[src/rtl/shifter_pkg.sv]
// Shared encodings for the shift unit.
package shifter_pkg;

    // Shift kind; the encoding is decoded directly from the instruction field.
    typedef enum logic [1:0] {
        SK_LSL = 2'b00,
        SK_LSR = 2'b01,
        SK_ASR = 2'b10,
        SK_ROR = 2'b11
    } shift_kind_e;

endpackage

[src/rtl/shift_amount_sel.sv]
// Chooses the effective shift distance.
// Assumes DATA_W fits in AMT_W bits. An immediate of zero on a right shift is
// rewritten to DATA_W; on a left shift or a rotate it stays zero (pass-through).
module shift_amount_sel
    import shifter_pkg::*;
#(
    parameter int DATA_W = 32,
    parameter int AMT_W  = 8,
    parameter int IMM_W  = 5
) (
    input  logic [1:0]       kind_i,
    input  logic             use_imm_i,
    input  logic [AMT_W-1:0] amt_reg_i,
    input  logic [IMM_W-1:0] amt_imm_i,
    output logic [AMT_W-1:0] amt_o
);

    localparam logic [AMT_W-1:0] FULL_AMT = AMT_W'(DATA_W);

    logic imm_is_zero;
    logic right_kind;

    assign imm_is_zero = (amt_imm_i == '0);
    assign right_kind  = (kind_i == SK_LSR) || (kind_i == SK_ASR);

    // Select the distance source and apply the immediate-zero rewrite.
    always_comb begin
        if (!use_imm_i) begin
            amt_o = amt_reg_i;
        end else if (imm_is_zero && right_kind) begin
            amt_o = FULL_AMT;
        end else begin
            amt_o = {{(AMT_W-IMM_W){1'b0}}, amt_imm_i};
        end
    end

endmodule

[src/rtl/shift_stages.sv]
// Logarithmic shifter core with two chains.
// The first chain shifts {din, guard} right, filling with `fill`. Bit 0 of its
// output is the last bit shifted out. The second chain rotates din right.
// Assumes DATA_W is a power of two and dist_i < DATA_W.
module shift_stages #(
    parameter int DATA_W = 32,
    localparam int SH_W  = $clog2(DATA_W)
) (
    input  logic [DATA_W-1:0] din_i,
    input  logic              fill_i,
    input  logic [SH_W-1:0]   dist_i,
    output logic [DATA_W:0]   ext_o,
    output logic [DATA_W-1:0] rot_o
);

    logic [DATA_W:0]   ext_s [0:SH_W];
    logic [DATA_W-1:0] rot_s [0:SH_W];

    assign ext_s[0] = {din_i, 1'b0};
    assign rot_s[0] = din_i;

    for (genvar k = 0; k < SH_W; k++) begin : g_stage
        localparam int D = 1 << k;
        // Shift stage k: move by 2**k when the matching distance bit is set.
        assign ext_s[k+1] = dist_i[k] ? {{D{fill_i}}, ext_s[k][DATA_W:D]} : ext_s[k];
        // Rotate stage k: move by 2**k when the matching distance bit is set.
        assign rot_s[k+1] = dist_i[k] ? {rot_s[k][D-1:0], rot_s[k][DATA_W-1:D]} : rot_s[k];
    end

    assign ext_o = ext_s[SH_W];
    assign rot_o = rot_s[SH_W];

endmodule

[src/rtl/shift_result_mux.sv]
// Applies the boundary rules for distances of zero, DATA_W and above DATA_W,
// and picks the in-range value from the shifter core.
// For a left shift the core was fed the bit-reversed operand, so the value is
// reversed again here.
module shift_result_mux
    import shifter_pkg::*;
#(
    parameter int DATA_W = 32,
    parameter int AMT_W  = 8,
    localparam int SH_W  = $clog2(DATA_W)
) (
    input  logic [1:0]        kind_i,
    input  logic [AMT_W-1:0]  amt_i,
    input  logic [DATA_W-1:0] operand_i,
    input  logic              carry_i,
    input  logic [DATA_W:0]   ext_i,
    input  logic [DATA_W-1:0] rot_i,
    output logic [DATA_W-1:0] result_o,
    output logic              carry_o
);

    localparam logic [AMT_W-1:0] FULL_AMT = AMT_W'(DATA_W);

    logic              amt_zero;
    logic              amt_full;
    logic              amt_over;
    logic              rot_zero;
    logic              sign_bit;
    logic [DATA_W-1:0] ext_rev;

    assign amt_zero = (amt_i == '0);
    assign amt_full = (amt_i == FULL_AMT);
    assign amt_over = (amt_i > FULL_AMT);
    assign rot_zero = (amt_i[SH_W-1:0] == '0);
    assign sign_bit = operand_i[DATA_W-1];

    for (genvar i = 0; i < DATA_W; i++) begin : g_rev
        assign ext_rev[i] = ext_i[DATA_W-i];
    end

    // Pick the result and carry for the current kind and distance class.
    always_comb begin
        result_o = operand_i;
        carry_o  = carry_i;
        if (!amt_zero) begin
            unique case (kind_i)
                SK_LSL: begin
                    if (amt_over) begin
                        result_o = '0;
                        carry_o  = 1'b0;
                    end else if (amt_full) begin
                        result_o = '0;
                        carry_o  = operand_i[0];
                    end else begin
                        result_o = ext_rev;
                        carry_o  = ext_i[0];
                    end
                end
                SK_LSR: begin
                    if (amt_over) begin
                        result_o = '0;
                        carry_o  = 1'b0;
                    end else if (amt_full) begin
                        result_o = '0;
                        carry_o  = sign_bit;
                    end else begin
                        result_o = ext_i[DATA_W:1];
                        carry_o  = ext_i[0];
                    end
                end
                SK_ASR: begin
                    if (amt_over || amt_full) begin
                        result_o = {DATA_W{sign_bit}};
                        carry_o  = sign_bit;
                    end else begin
                        result_o = ext_i[DATA_W:1];
                        carry_o  = ext_i[0];
                    end
                end
                default: begin
                    if (rot_zero) begin
                        result_o = operand_i;
                        carry_o  = sign_bit;
                    end else begin
                        result_o = rot_i;
                        carry_o  = rot_i[DATA_W-1];
                    end
                end
            endcase
        end
    end

endmodule

[src/rtl/shift_flags.sv]
// Derives the negative and zero flags from the final result.
module shift_flags #(
    parameter int DATA_W = 32
) (
    input  logic [DATA_W-1:0] result_i,
    output logic              neg_o,
    output logic              zero_o
);

    // Sign of the result and all-zero detect.
    always_comb begin
        neg_o  = result_i[DATA_W-1];
        zero_o = ~|result_i;
    end

endmodule

[src/rtl/shifter_unit.sv]
// Combinational shift unit: logical left/right, arithmetic right and rotate
// right, with the distance taken from a register byte or an immediate field.
// Assumes DATA_W is a power of two below 2**AMT_W. The block has no state;
// the caller stores the flags.
module shifter_unit
    import shifter_pkg::*;
#(
    parameter int DATA_W = 32,
    parameter int AMT_W  = 8,
    parameter int IMM_W  = 5
) (
    input  logic [DATA_W-1:0] operand_i,
    input  logic [AMT_W-1:0]  amt_reg_i,
    input  logic [IMM_W-1:0]  amt_imm_i,
    input  logic              use_imm_i,
    input  logic [1:0]        kind_i,
    input  logic              carry_i,
    output logic [DATA_W-1:0] result_o,
    output logic              carry_o,
    output logic              neg_o,
    output logic              zero_o
);

    localparam int SH_W = $clog2(DATA_W);

    logic [AMT_W-1:0]  amt_eff;
    logic [DATA_W-1:0] op_rev;
    logic [DATA_W-1:0] core_din;
    logic              core_fill;
    logic [DATA_W:0]   core_ext;
    logic [DATA_W-1:0] core_rot;

    for (genvar i = 0; i < DATA_W; i++) begin : g_oprev
        assign op_rev[i] = operand_i[DATA_W-1-i];
    end

    // Feed the reversed operand for left shifts so the core only shifts right.
    always_comb begin
        core_din  = (kind_i == SK_LSL) ? op_rev : operand_i;
        core_fill = (kind_i == SK_ASR) && operand_i[DATA_W-1];
    end

    shift_amount_sel #(
        .DATA_W (DATA_W),
        .AMT_W  (AMT_W),
        .IMM_W  (IMM_W)
    ) u_amt (
        .kind_i    (kind_i),
        .use_imm_i (use_imm_i),
        .amt_reg_i (amt_reg_i),
        .amt_imm_i (amt_imm_i),
        .amt_o     (amt_eff)
    );

    shift_stages #(
        .DATA_W (DATA_W)
    ) u_core (
        .din_i  (core_din),
        .fill_i (core_fill),
        .dist_i (amt_eff[SH_W-1:0]),
        .ext_o  (core_ext),
        .rot_o  (core_rot)
    );

    shift_result_mux #(
        .DATA_W (DATA_W),
        .AMT_W  (AMT_W)
    ) u_mux (
        .kind_i    (kind_i),
        .amt_i     (amt_eff),
        .operand_i (operand_i),
        .carry_i   (carry_i),
        .ext_i     (core_ext),
        .rot_i     (core_rot),
        .result_o  (result_o),
        .carry_o   (carry_o)
    );

    shift_flags #(
        .DATA_W (DATA_W)
    ) u_flags (
        .result_i (result_o),
        .neg_o    (neg_o),
        .zero_o   (zero_o)
    );

endmodule

[config.mk]
export PLATFORM = sky130hd
export DESIGN_NAME = shifter_unit
export DESIGN_NICKNAME = d
export VERILOG_FILES = /design/src/rtl/shifter_pkg.sv /design/src/rtl/shift_amount_sel.sv /design/src/rtl/shift_stages.sv /design/src/rtl/shift_result_mux.sv /design/src/rtl/shift_flags.sv /design/src/rtl/shifter_unit.sv
export SDC_FILE = /design/constraint.sdc
export NUM_CORES = 1
export LEC_CHECK = 0
export ABC_AREA = 0
export BUFFER_PORTS_ARGS = -buffer_cell sky130_fd_sc_hd__buf_2
export CORE_AREA = 2 2 104 126
export DETAILED_ROUTE_END_ITERATION = 10
export DIE_AREA = 0 0 106 128
export MAX_ROUTING_LAYER = met4
export SLEW_MARGIN = 10
export SYNTH_ARGS = -nofsm -noshare
export SYNTH_HDL_FRONTEND = slang
export SYNTH_HIERARCHICAL = 1
export SYNTH_SLANG_ARGS = --single-unit
[constraint.sdc]
create_clock -name vclk -period 4
set_input_delay 0.2 -clock vclk [all_inputs]
set_output_delay 0.2 -clock vclk [all_outputs]
set_load 0.02 [all_outputs]
==> run_summary.xml <==
<?xml version="1.0" encoding="UTF-8"?>
<metrics>
  <group name="status">
    <metric name="status" unit="">complete, no violations</metric>
  </group>
  <group name="place">
    <metric name="number_of_port_buffers" unit="">84</metric>
    <metric name="post_placement_worst_setup_slack" unit="ns">0.00652</metric>
    <metric name="globalplace.congestion" unit="">1.18</metric>
    <metric name="dp.final_hpwl" unit="mm">20.7</metric>
    <metric name="detailed_place.area" unit="um^2">6440</metric>
  </group>
  <group name="setup_path">
    <metric name="worst_ep_arrival_time" unit="ns">3.74</metric>
    <metric name="worst_setup_path_start_kind" unit="">input pin</metric>
    <metric name="critPathKind" unit="">input pin to output port</metric>
    <metric name="worst_ep_required_time" unit="ns">3.80</metric>
    <metric name="timing.critical_path.fanout_max" unit="">21</metric>
    <metric name="end_kind" unit="">output port</metric>
  </group>
  <group name="layout">
    <metric name="post_route_cells_drive_above_1_share" unit="">0.433</metric>
    <metric name="fillCellCount" unit="">1212</metric>
    <metric name="layout-area-overhead-vs-synth" unit="%">19.7</metric>
    <metric name="ff_latch_area" unit="um^2">0</metric>
    <metric name="most-common-layout-cells" unit="">nor2_1, buf_4, buf_2</metric>
    <metric name="n_clock_buffer" unit="">0</metric>
    <metric name="final_design_area_no_fill" unit="um^2">6560</metric>
    <metric name="nets" unit="">831</metric>
    <metric name="numSequentialCells" unit="">0</metric>
    <metric name="final_common_cell" unit="">nor2_1</metric>
  </group>
  <group name="yosys">
    <metric name="synth_cells" unit="">678</metric>
    <metric name="synth.lib_cells_used.distinct" unit="">68</metric>
    <metric name="synth.avg_cell_area" unit="um^2">8.08</metric>
    <metric name="post_synth_instance_area" unit="um^2">5480</metric>
    <metric name="yosys_warnings" unit="">6</metric>
    <metric name="synth.yosys.seq_area_share" unit="">0</metric>
    <metric name="synthesis.nets" unit="">727</metric>
  </group>
  <group name="timing">
    <metric name="clock.fmax" unit="MHz">254</metric>
    <metric name="tightestPinTransition" unit="ns">0.868</metric>
    <metric name="timing.final.hold_violations" unit="">0</metric>
    <metric name="finalWorstSetupSlack" unit="ns">0.0617</metric>
    <metric name="fin_hold_ws" unit="ns">0.748</metric>
    <metric name="relSlewSlack" unit="">0.419</metric>
    <metric name="layout_min_cycle_time" unit="ns">3.94</metric>
    <metric name="setup_violations" unit="">0</metric>
    <metric name="rsz_0062_raised_after_global_routing" unit="">true</metric>
    <metric name="final.period_utilization" unit="">0.985</metric>
    <metric name="slew_violations" unit="">0</metric>
  </group>
  <group name="floorplan">
    <metric name="floorplan.initialDensity" unit="">0.440</metric>
    <metric name="rows" unit="">45</metric>
    <metric name="io-pin-count" unit="">84</metric>
    <metric name="core_region_area" unit="um^2">12400</metric>
    <metric name="dieHeight" unit="um">128</metric>
    <metric name="floorplan.die.width" unit="um">106</metric>
    <metric name="die_area" unit="um^2">13600</metric>
  </group>
  <group name="power_and_ir_drop">
    <metric name="static-leakage-power" unit="nW">2.64</metric>
    <metric name="internal_power" unit="mW">0.656</metric>
    <metric name="power_density" unit="nW/um^2">236</metric>
    <metric name="seq_power_share" unit="">0</metric>
    <metric name="fin_total_pwr" unit="mW">1.55</metric>
    <metric name="clock_group_share_of_total_power" unit="">0</metric>
    <metric name="max-vdd-ir-drop" unit="uV">83.0</metric>
    <metric name="combPwrFrac" unit="">1.000</metric>
    <metric name="p_switching" unit="mW">0.892</metric>
    <metric name="netSwitchingFraction" unit="">0.576</metric>
  </group>
  <group name="routing">
    <metric name="via_per_inst" unit="">7.00</metric>
    <metric name="drc_errors" unit="">0</metric>
    <metric name="wl_per_cell" unit="um">27.3</metric>
    <metric name="dr.first_iter.drc_count" unit="">684</metric>
    <metric name="detailroute.via_count" unit="">6612</metric>
    <metric name="routed_wirelength" unit="mm">25.8</metric>
    <metric name="ant_nets" unit="">0</metric>
    <metric name="first_pass_iters" unit="">5</metric>
  </group>
  <group name="worst_hold_path">
    <metric name="worst_hold_startpoint" unit="">carry_i</metric>
    <metric name="holdPathStages" unit="">3</metric>
    <metric name="holdPathEnd" unit="">carry_o</metric>
    <metric name="hold_path.class" unit="">input pin to output port</metric>
  </group>
  <group name="global_routing">
    <metric name="grt_max_degree" unit="">43</metric>
    <metric name="initial_antenna_violation_count" unit="">1</metric>
    <metric name="globalRoute.totalOverflow" unit="">0</metric>
    <metric name="grt_pass1_wl" unit="mm">38.0</metric>
    <metric name="track_usage" unit="">0.378</metric>
    <metric name="first_global_vias" unit="">6206</metric>
  </group>
  <group name="job">
    <metric name="drv_cap" unit="">0</metric>
  </group>
  <group name="clock_network">
    <metric name="cts_hold_repair.buffers" unit="">0</metric>
  </group>
</metrics>
-- how the worst max path moves through the flow --
| stage | from | to | slack [ns] | depth (start not counted) |
|---|---|---|---|---|
| 6_report | kind_i[0] | zero_o | 0.06 | 17 |
| 5_1_grt | kind_i[0] | zero_o | -0.06 | 18 |
| 4_1_cts | kind_i[0] | zero_o | 0.008 | 18 |
| 3_5_place_dp | kind_i[0] | zero_o | 0.007 | 16 |
| 3_3_place_gp | kind_i[0] | zero_o | -0.04 | 18 |
| 2_1_floorplan | use_imm_i | zero_o | 0.32 | 13 |
-- cell usage after synthesis, drive strengths merged (29+ instances only) --
cell | instances | share of area
clkbuf | 31 | 0.021
o22ai | 35 | 0.041
o21bai | 30 | 0.059
mux2i | 44 | 0.085
o2111ai | 31 | 0.050
a211oi | 36 | 0.053
nand2b | 35 | 0.040
mux2 | 69 | 0.15
mux4 | 36 | 0.15
buf | 45 | 0.064
nor2 | 106 | 0.074
nand2 | 29 | 0.020
-- logic make-up after synthesis --
family	share of synthesized area
XOR/XNOR	0.00160
AND/OR/NAND/NOR	0.205
AO/OA/AOI/OAI	0.311
buffers and inverters	0.0926
multiplexers	0.389
-- critical path, cell delays in order --
cell	delay, ns
buf_2	0.12
nor2_4	0.12
buf_12	0.18
buf_4	0.17
mux2_2	0.39
mux4_2	0.51
mux2_2	0.32
o22ai_1	0.28
a311oi_1	0.16
nor2_1	0.17
o21bai_2	0.08
o2111ai_1	0.13
a211oi_1	0.16
nor4_2	0.31
nand4_1	0.13
nor2_1	0.13
buf_4	0.15
-- routing by layer --
metal  routed length, um  track usage  vias to the layer above  share of wire
met5                   0            -                        -              0
met4                1660        0.191                        0          0.064
met3                2160       0.0463                       96          0.084
met2               11800        0.595                      434           0.46
met1               10100        0.477                     3178           0.39
li1                    -            -                     2904              -
-- metrics by stage --
step                      cells  setup TNS, ns  utilization
after global placement      943        -0.0357        0.518
after CTS                   943              0        0.518
after detailed placement    943              0        0.518
after floorplan             678              0            -
final                       945              0        0.527
after global routing        945        -0.0642        0.527
-- what timing repair did --
action | CTS | global route
pin swaps | 0 | 3
resized for setup | 1 | 23
setup endpoints to repair | 1 | 1
endpoints found under the hold margin | 0 | 0
gates cloned | 0 | 0
setup buffers | 0 | 1
-- power by group through the flow --
stage,Combinational (mW),Sequential (mW),Clock [mW]
2_1_floorplan,0.959,0,0
3_3_place_gp,1.45,0,0
3_5_place_dp,1.46,0,0
4_1_cts,1.47,0,0
5_1_grt,1.61,0,0.00000000685
6_report,1.55,0,0.0000000124
-- final cells by class --
class              instances  area, um^2  area share
multi-input cells        591        5080       0.775
repair buffers           178        1230       0.187
well taps                164         205      0.0313
inverters                 11        41.3     0.00630
diodes                     1        2.50    0.000382
Power figures use the tool's default switching activity.
